### config.mk
export PLATFORM = sky130hd
export DESIGN_NAME = ras_unit
export DESIGN_NICKNAME = d
export VERILOG_FILES = /design/src/rtl/ras_pkg.sv /design/src/rtl/ras_ptr_ctrl.sv /design/src/rtl/ras_store.sv /design/src/rtl/ras_swif.sv /design/src/rtl/ras_unit.sv
export SDC_FILE = /design/constraint.sdc
export NUM_CORES = 1
export LEC_CHECK = 0
export BUFFER_PORTS_ARGS = -buffer_cell sky130_fd_sc_hd__buf_2
export CAP_MARGIN = 20
export CORE_MARGIN = 2
export CORE_UTILIZATION = 35
export DETAILED_ROUTE_END_ITERATION = 10
export HOLD_SLACK_MARGIN = 0.03
export PLACE_DENSITY = 0.56
export SYNTH_ARGS = -nofsm -noshare
export SYNTH_HDL_FRONTEND = slang
export SYNTH_HIERARCHICAL = 1
export SYNTH_SLANG_ARGS = --single-unit
### constraint.sdc
create_clock -name clk -period 8.4 [get_ports clk]
set_input_delay 1.68 -clock clk [delete_from_list [all_inputs] [get_ports clk]]
set_output_delay 1.68 -clock clk [all_outputs]
set_load 0.02 [all_outputs]
### src/rtl/ras_pkg.sv
package ras_pkg;

    typedef enum logic [1:0] {
        LVL_EMPTY   = 2'd0,
        LVL_PARTIAL = 2'd1,
        LVL_FULL    = 2'd2
    } lvl_e;

    typedef enum logic [1:0] {
        SEL_TOS_UP = 2'd0,
        SEL_TOS_HI = 2'd1,
        SEL_TOS_LO = 2'd2,
        SEL_PTR    = 2'd3
    } sel_e;

endpackage

### src/rtl/ras_ptr_ctrl.sv
module ras_ptr_ctrl
    import ras_pkg::*;
#(
    parameter int unsigned DEPTH = 31,
    parameter int unsigned PTR_W = 5
) (
    input  logic             clk,
    input  logic             rst_n,
    input  logic             push_req,
    input  logic             pop_req,
    input  logic             sw_any_wr,
    input  logic             sw_ptr_wr,
    input  logic [PTR_W-1:0] sw_ptr_val,
    input  logic             sw_keep_ovf,
    input  logic             sw_keep_unf,
    output logic [PTR_W-1:0] ptr_q,
    output logic             push_go,
    output logic             full,
    output logic             empty,
    output logic             ovf_q,
    output logic             unf_q
);

    localparam logic [PTR_W-1:0] TOP_P  = PTR_W'(DEPTH);
    localparam logic [PTR_W-1:0] LAST_P = PTR_W'(DEPTH - 1);
    localparam logic [PTR_W-1:0] ONE_P  = PTR_W'(1);

    lvl_e             state_q, state_d;
    logic [PTR_W-1:0] ptr_d, ptr_ld;
    logic             push_ovf, pop_act, pop_go, pop_unf;

    function automatic lvl_e lvl_of(input logic [PTR_W-1:0] p);
        if (p == '0)
            return LVL_EMPTY;
        else if (p == TOP_P)
            return LVL_FULL;
        else
            return LVL_PARTIAL;
    endfunction

    // Request qualification: software access beats push, push beats pop
    always_comb begin
        push_go  = push_req && !sw_any_wr && (ptr_q != TOP_P);
        push_ovf = push_req && !sw_any_wr && (ptr_q == TOP_P);
        pop_act  = pop_req && !push_req && !sw_any_wr;
        pop_go   = pop_act && (ptr_q != '0);
        pop_unf  = pop_act && (ptr_q == '0);
        ptr_ld   = (sw_ptr_val > TOP_P) ? TOP_P : sw_ptr_val;
    end

    always_comb begin
        ptr_d = ptr_q;
        if (sw_ptr_wr)
            ptr_d = ptr_ld;
        else if (push_go)
            ptr_d = ptr_q + ONE_P;
        else if (pop_go)
            ptr_d = ptr_q - ONE_P;
    end

    // Level state machine: next-state logic
    always_comb begin
        state_d = state_q;
        unique case (state_q)
            LVL_EMPTY: begin
                if (sw_ptr_wr)
                    state_d = lvl_of(ptr_ld);
                else if (push_go)
                    state_d = LVL_PARTIAL;
            end
            LVL_PARTIAL: begin
                if (sw_ptr_wr)
                    state_d = lvl_of(ptr_ld);
                else if (push_go && ptr_q == LAST_P)
                    state_d = LVL_FULL;
                else if (pop_go && ptr_q == ONE_P)
                    state_d = LVL_EMPTY;
            end
            LVL_FULL: begin
                if (sw_ptr_wr)
                    state_d = lvl_of(ptr_ld);
                else if (pop_go)
                    state_d = LVL_PARTIAL;
            end
            default: state_d = LVL_EMPTY;
        endcase
    end

    // State register
    always_ff @(posedge clk or negedge rst_n) begin
        if (!rst_n)
            state_q <= LVL_EMPTY;
        else
            state_q <= state_d;
    end

    // Pointer and sticky flags
    always_ff @(posedge clk or negedge rst_n) begin
        if (!rst_n) begin
            ptr_q <= '0;
            ovf_q <= 1'b0;
            unf_q <= 1'b0;
        end else begin
            ptr_q <= ptr_d;
            if (sw_ptr_wr) begin
                ovf_q <= ovf_q & sw_keep_ovf;
                unf_q <= unf_q & sw_keep_unf;
            end else begin
                ovf_q <= ovf_q | push_ovf;
                unf_q <= unf_q | pop_unf;
            end
        end
    end

    // Outputs from state
    always_comb begin
        full  = (state_q == LVL_FULL);
        empty = (state_q == LVL_EMPTY);
    end

endmodule

### src/rtl/ras_store.sv
module ras_store #(
    parameter int unsigned DEPTH = 31,
    parameter int unsigned PTR_W = 5,
    parameter int unsigned PC_W  = 21
) (
    input  logic             clk,
    input  logic             rst_n,
    input  logic             we,
    input  logic [PTR_W-1:0] widx,
    input  logic [PC_W-1:0]  wdata,
    input  logic [PTR_W-1:0] ridx,
    output logic [PC_W-1:0]  rdata
);

    localparam int unsigned IDX_W = (DEPTH > 1) ? $clog2(DEPTH) : 1;
    localparam logic [PTR_W-1:0] TOP_P = PTR_W'(DEPTH);

    logic [PC_W-1:0] mem_q [DEPTH];
    logic            w_ok, r_ok;

    // Pointer value p maps to slot p-1; value 0 has no slot
    assign w_ok = we && (widx != '0) && (widx <= TOP_P);
    assign r_ok = (ridx != '0) && (ridx <= TOP_P);

    always_ff @(posedge clk or negedge rst_n) begin
        if (!rst_n) begin
            for (int k = 0; k < int'(DEPTH); k++)
                mem_q[k] <= '0;
        end else if (w_ok) begin
            mem_q[IDX_W'(widx - 1'b1)] <= wdata;
        end
    end

    assign rdata = r_ok ? mem_q[IDX_W'(ridx - 1'b1)] : '0;

endmodule

### src/rtl/ras_swif.sv
module ras_swif
    import ras_pkg::*;
#(
    parameter int unsigned PTR_W = 5,
    parameter int unsigned PC_W  = 21
) (
    input  logic [1:0]       sw_sel,
    input  logic             sw_wr,
    input  logic [7:0]       sw_wdata,
    input  logic [PC_W-1:0]  tos,
    input  logic             tos_valid,
    input  logic [PTR_W-1:0] ptr,
    input  logic             full,
    input  logic             ovf,
    input  logic             unf,
    output logic [7:0]       sw_rdata,
    output logic             tos_wr,
    output logic [PC_W-1:0]  tos_new,
    output logic             ptr_wr
);

    localparam int unsigned UP_W = PC_W - 16;

    sel_e sel;
    assign sel = sel_e'(sw_sel);

    always_comb begin
        sw_rdata = 8'h00;
        unique case (sel)
            SEL_TOS_UP: sw_rdata = tos_valid ? 8'(tos[PC_W-1:16]) : 8'h00;
            SEL_TOS_HI: sw_rdata = tos_valid ? tos[15:8] : 8'h00;
            SEL_TOS_LO: sw_rdata = tos_valid ? tos[7:0]  : 8'h00;
            SEL_PTR:    sw_rdata = {ovf, unf, full, 5'(ptr)};
            default:    sw_rdata = 8'h00;
        endcase
    end

    always_comb begin
        tos_new = tos;
        unique case (sel)
            SEL_TOS_UP: tos_new = {sw_wdata[UP_W-1:0], tos[15:0]};
            SEL_TOS_HI: tos_new = {tos[PC_W-1:16], sw_wdata, tos[7:0]};
            SEL_TOS_LO: tos_new = {tos[PC_W-1:8], sw_wdata};
            SEL_PTR:    tos_new = tos;
            default:    tos_new = tos;
        endcase
    end

    assign ptr_wr = sw_wr && (sel == SEL_PTR);
    assign tos_wr = sw_wr && (sel != SEL_PTR) && tos_valid;

endmodule

### src/rtl/ras_unit.sv
module ras_unit
    import ras_pkg::*;
#(
    parameter int unsigned DEPTH = 31,
    parameter int unsigned PTR_W = 5,
    parameter int unsigned PC_W  = 21
) (
    input  logic            clk,
    input  logic            rst_n,
    input  logic            push_req,
    input  logic [PC_W-1:0] push_pc,
    input  logic            pop_req,
    output logic [PC_W-1:0] pop_pc,
    input  logic [1:0]      sw_sel,
    input  logic            sw_wr,
    input  logic [7:0]      sw_wdata,
    output logic [7:0]      sw_rdata,
    output logic            stk_full,
    output logic            stk_ovf,
    output logic            stk_unf
);

    logic [PTR_W-1:0] ptr_q;
    logic             push_go, full, empty, ovf_q, unf_q;
    logic             tos_wr, ptr_wr;
    logic [PC_W-1:0]  tos, tos_new, mem_wdata;
    logic [PTR_W-1:0] mem_widx;
    logic             mem_we;

    ras_ptr_ctrl #(.DEPTH(DEPTH), .PTR_W(PTR_W)) u_ptr (
        .clk         (clk),
        .rst_n       (rst_n),
        .push_req    (push_req),
        .pop_req     (pop_req),
        .sw_any_wr   (sw_wr),
        .sw_ptr_wr   (ptr_wr),
        .sw_ptr_val  (sw_wdata[PTR_W-1:0]),
        .sw_keep_ovf (sw_wdata[7]),
        .sw_keep_unf (sw_wdata[6]),
        .ptr_q       (ptr_q),
        .push_go     (push_go),
        .full        (full),
        .empty       (empty),
        .ovf_q       (ovf_q),
        .unf_q       (unf_q)
    );

    // Single write port: push target slot, or top entry for software
    always_comb begin
        mem_we    = push_go || tos_wr;
        mem_widx  = push_go ? ptr_q + PTR_W'(1) : ptr_q;
        mem_wdata = push_go ? push_pc : tos_new;
    end

    ras_store #(.DEPTH(DEPTH), .PTR_W(PTR_W), .PC_W(PC_W)) u_store (
        .clk   (clk),
        .rst_n (rst_n),
        .we    (mem_we),
        .widx  (mem_widx),
        .wdata (mem_wdata),
        .ridx  (ptr_q),
        .rdata (tos)
    );

    ras_swif #(.PTR_W(PTR_W), .PC_W(PC_W)) u_swif (
        .sw_sel    (sw_sel),
        .sw_wr     (sw_wr),
        .sw_wdata  (sw_wdata),
        .tos       (tos),
        .tos_valid (!empty),
        .ptr       (ptr_q),
        .full      (full),
        .ovf       (ovf_q),
        .unf       (unf_q),
        .sw_rdata  (sw_rdata),
        .tos_wr    (tos_wr),
        .tos_new   (tos_new),
        .ptr_wr    (ptr_wr)
    );

    assign pop_pc   = tos;
    assign stk_full = full;
    assign stk_ovf  = ovf_q;
    assign stk_unf  = unf_q;

endmodule

# Word level (Yosys, flattened, before mapping)
# Cells that the tools add are included.
# word_totals
out_inout_bits	32
word_cells	122
regBits	660
# classes
addsub	3
bitwise_logic	6
mux	30
n_eq_ne	14
magnitude_cmp	6
n_reduce_logical	28
# op_table
operator	n
$bwmux W651	1
$bmux W21 S5	1
$demux W21 S5	1
$mux W21	5
$pmux W21 S4	1
$pmux W8 S4	1
$mux W5	6
$mux W2	9
$logic_and A1 B1 Y1	16
$mux W8	2
$eq A5 B5 Y1 const B	3
$ge A6 B6 Y1 const B	2
$not A5 Y6	2
$le A5 B5 Y1 const B	2
$logic_not A5 Y1	2
$reduce_bool A5 Y1	2
$sub A5 B1 Y5 const B	2
$eq A2 B2 Y1 const B	3
$lt A6 B1 Y1 const B	1
$pmux W2 S3	1
$add A5 B1 Y5 const B	1
$eq A5 B1 Y1 const B	1
$gt A5 B5 Y1 const B	1
$ne A5 B5 Y1 const B	1
other kinds (13)	20

# Logic depth before layout (Yosys ltp)
# depth
word_depth	11
mapped_depth	18

# Modules after synthesis
# Netlist, hierarchy kept.
# modules_own_cells
module	instances	area_per_inst_um2	seq_area_each_um2	cells_each
ras_store	1	30445.4	16290.6	2119
ras_ptr_ctrl	1	724.4	225.2	85
ras_swif	1	539.3	0.0	67
ras_unit	1	429.2	0.0	35

# Worst setup path after synthesis
# Ideal clock, no wire load.
# synth_timing
path_kind	reg2out
startpoint	register u_ptr.ptr_q[0]
endpoint	output port sw_rdata[4]
path_slack_ns	3.305
arrival_time_ns	3.415
stages_incl_launch_ff	16
t_required_ns	6.720
path_buffers	6
cell_sequence	dfrtp_1 -> buf_6 -> buf_8 -> inv_2 -> clkbuf_1 -> ha_1 -> buf_2 -> xor2_1 -> buf_2 -> buf_1 -> nand2_1 -> nand3_1 -> nand2_1 -> o221ai_1 -> mux2i_1 -> o221ai_1
# synth_between
elab_chain_len	8
# synth_rtl
item	line	text
start, declared	ras_ptr_ctrl.sv:16	output logic [PTR_W-1:0] ptr_q,
start signal, assigned	ras_ptr_ctrl.sv:104	ptr_q <= ptr_d;
$sub A5 B1 Y5	ras_store.sv:34	assign rdata = r_ok ? mem_q[IDX_W'(ridx - 1'b1)] : '0;
$not A5 Y6 (implied by the code)	ras_store.sv:34	
$bmux W21 S5	ras_store.sv:34	
$mux W21 (implied by the code) (2 in a row)	ras_store.sv:34	
$mux W21 (*)	ras_store.sv:34	
net pop_pc[20]	ras_unit.sv:13	output logic [PC_W-1:0] pop_pc,
$mux W5 (*)	ras_swif.sv:30	SEL_TOS_UP: sw_rdata = tos_valid ? 8'(tos[PC_W-1:16]) : 8'h00;
$pmux W8 S4 (*)	ras_swif.sv:29	unique case (sel)
end, declared	ras_unit.sv:17	output logic [7:0] sw_rdata,
# The timed path passes the listed nets; every way through them passes the cells marked *. The select of a mux whose other input is x is not followed.

# Worst setup path after layout
# layout_timing
startpoint	register u_ptr.ptr_q[0]
endpoint	output port sw_rdata[4]
# layout_between
elab_chain_len	8
# layout_rtl
item	line	text
$sub A5 B1 Y5	ras_store.sv:34	
$not A5 Y6 (implied by the code)	ras_store.sv:34	
$bmux W21 S5	ras_store.sv:34	
$mux W21 (implied by the code) (2 in a row)	ras_store.sv:34	
$mux W21 (*)	ras_store.sv:34	
$mux W8, or another cell as far along	ras_swif.sv:32	SEL_TOS_LO: sw_rdata = tos_valid ? tos[7:0] : 8'h00;
$pmux W8 S4 (*)	ras_swif.sv:29	
# Every way passes the cells marked *; elsewhere a longest branch is shown, timed or not. The select of a mux whose other input is x is not followed.

==> impl_metrics.json <==
{
  "hold_end": "u_store/mem_q[412]",
  "synth-simple-area-share_pct": 4.820,
  "cts_buffers": 73,
  "antenna_found_initial": 1,
  "async_flop_share_pct": 100.0,
  "fillerInstances": 8511,
  "grt_pass1_wl_mm": 135.1,
  "synth-compound-area-share_pct": 4.325,
  "grt_pass1_vias": 20960,
  "finalWirelength_mm": 88.61,
  "timing.final.hold_violations": 0,
  "cts_buffer_depth": 3,
  "worst_ep_arrival_time_ns": 5.37,
  "reg2reg_to": "u_store/mem_q[27]",
  "synth_edf_count": 0,
  "nNetsFinal": 2312,
  "r2r-start": "u_ptr/ptr_q[0]",
  "required_ns": 6.72,
  "p_total_mw": 16.13,
  "cts_setup_buffers": 0,
  "rrSetupSlack_ns": 2.72,
  "synth_xor_xnor_area_share_pct": 0.2998,
  "postLayoutCellArea_um2": 35740,
  "htreeDepth": 3,
  "cap_violations": 0,
  "p_leak_nw": 16.18,
  "path_max_fanout": 52,
  "synth_cell_types": 65,
  "die-height_um": 307.0,
  "crit_type": "reg2out",
  "clock_skew_ns": 0.02486,
  "core_area_um2": 91390,
  "max_freq_mhz": 141.8,
  "drive_above_1_share_pct": 47.56,
  "area_growth_pct": 11.22,
  "root_buffer": "clkbuf_16",
  "max_slew_margin_pct": 20.09,
  "cts.sinks": 660,
  "drt_iter0_drc": 1431,
  "gp_congestion": 0.8192,
  "fin_setup_tns_ns": 0,
  "grt_max_degree": 198,
  "start_kind": "register",
  "power.density_nw_per_um2": 451.2,
  "drc": 0,
  "finalSetupViolCount": 0,
  "clkLatencyLatePin_ns": 0.61,
  "dieWidth_um": 307.0,
  "initial_core_util_pct": 35.17,
  "hp-start": "u_store/mem_q[412]",
  "drt-vias-per-instance": 5.631,
  "yosysWarningCount": 6,
  "synth-main-ff-cell": "dfrtp_1",
  "syn_inst": 2306,
  "synth_top_family_by_area": "multiplexers",
  "rsz0062_at_grt": "no",
  "final_max_slew_viol_count": 0,
  "synth_seq_area_share_pct": 51.39,
  "clkTransAtPathRegs_ns": 0.06,
  "holdBufCountCts": 0,
  "period_needed_ns": 7.050,
  "ir_drop_v": 0.0003678,
  "synthMuxAreaShare_pct": 34.88,
  "synthesis.nets": 2351,
  "syn-cell-area_um2": 32140,
  "end_kind": "primary output",
  "drtAntennaViolNets": 0,
  "io-pin-count": 68,
  "io_buffer_count": 67,
  "drt-wirelength-per-cell_um": 25.29,
  "fp-row-count": 111,
  "overflow": 0,
  "cts_tree": "yes",
  "num_vias": 19730,
  "layout_worst_path_cycle_share_pct": 83.93,
  "holdPathStages": 1,
  "place_area_um2": 33360,
  "cts_resized": 0,
  "die-area_um2": 94260,
  "ys_seq_elements": 660,
  "hold_path_class": "reg2reg",
  "worst_slew_pin_slew_ns": 1.199,
  "synth.avg_cell_area_um2": 13.94,
  "status": "finished, final reports clean",
  "utilization_pct": 39.11,
  "reg2reg_depth": 12,
  "first_pass_iters": 6,
  "dpl.hpwl_mm": 52.74,
  "synthAdderAreaFrac_pct": 0.3504,
  "grt_use_total_pct": 18.91
}
-- final cells by class --
cell class / instances / area [µm²] / share of cell area [%]
timing repair buffer: 111 / 742.0 / 2.076
antenna: 1 / 2.502 / 0.007001
inverter: 27 / 101.3 / 0.2835
multi-input combinational: 1394 / 14510 / 40.59
sequential: 660 / 16520 / 46.22
clock buffer: 108 / 2202 / 6.161
tap: 1186 / 1484 / 4.151
clock inverter: 17 / 182.7 / 0.5111
-- synth_stat cells (25+ instances only) --
master,instances,share of area [%]
mux4_2,145,10
nand2_1,197,2.3
mux2i_1,28,0.87
a21oi_1,30,0.47
dfrtp_1,660,51
clkbuf_1,96,1.1
nor2_1,25,0.29
o221ai_1,26,0.71
buf_2,94,1.5
nand3_1,54,0.84
mux2_2,656,23
inv_1,26,0.30
o21ai_0,66,1.0
-- per-stage QoR --
stage                     hold WS (ns)  worst slack [ns]  std cells
after floorplan                 0.4595             3.305       2306
after global placement          0.4692             2.016       3377
after detailed placement        0.4828             2.005       3378
after CTS                       0.4964             1.341       3503
after global routing            0.5065             1.119       3503
final                           0.4934             1.350       3504
-- critical path, cell delays in order, from the launching register on --
cell	delay, ns
dfrtp_4	0.77
inv_2	0.43
ha_4	0.93
buf_4	0.70
mux4_2	0.33
nand2_1	0.07
nand3_1	0.12
nand2_1	0.12
o221ai_2	0.40
mux2i_1	0.14
o221ai_1	0.36
buf_2	0.25
-- flip-flops by register name (all words and copies together) (netlist names) --
signal	count
u_store/mem_q	651
u_ptr/ptr_q	5
u_ptr/state_q	2
u_ptr/ovf_q	1
u_ptr/unf_q	1
-- logic make-up (layout without fill, tap and decap cells) --
group | Yosys count | count (layout)
simple gates | 337 | 337
fa+ha+maj | 9 | 9
other cells | 0 | 1
buf+inv | 252 | 263
xor+xnor | 11 | 11
mux | 848 | 848
flops | 660 | 660
compound gates | 189 | 189
-- report_power, final --
part / switching, mW / leakage, nW / internal [mW]
logic: 4.90 / 6.24 / 3.08
registers: 0.616 / 8.76 / 4.34
clock network: 1.29 / 1.17 / 1.90
-- how the worst max path moves through the flow --
stage	start	slack [ns]	cells past startpoint	endpoint
2_1_floorplan	u_ptr/ptr_q[0]	3.30	15	sw_rdata[4]
3_3_place_gp	u_ptr/ptr_q[0]	2.02	11	sw_rdata[3]
3_5_place_dp	u_ptr/ptr_q[0]	2.01	11	sw_rdata[4]
4_1_cts	u_ptr/ptr_q[0]	1.34	11	sw_rdata[4]
5_1_grt	u_ptr/ptr_q[0]	1.12	11	sw_rdata[3]
6_report	u_ptr/ptr_q[0]	1.35	11	sw_rdata[4]
-- cell usage in the layout, fill, tap and decap left out, types with 6 or more instances in the layout --
cell type  count
a21oi_1       30
a221o_1       19
buf_2         66
buf_4         38
clkbuf_1      14
clkbuf_16     76
clkbuf_8      18
clkinv_2       9
dfrtp_1      658
ha_1           8
inv_1         26
mux2_2       656
mux2_4        17
mux2i_1       28
mux4_2       145
nand2_1      188
nand2_2        9
nand2b_1       9
nand3_1       54
nand4b_1       7
nor2_1        13
nor2_2        13
nor3_1         6
o21ai_0       66
o221ai_1      26
o221ai_2      17
-- layer usage --
| metal | track usage [%] | wire [µm] | up-vias |
|---|---|---|---|
| met2 | 31.14 | 42510 | 502 |
| met3 | 3.101 | 4263 | 161 |
| met1 | 25.56 | 38990 | 10700 |
| li1 | - | - | 8368 |
| met5 | 0 | 0 | - |
| met4 | 6.035 | 2844 | 0 |
Power figures use the tool's default switching activity.
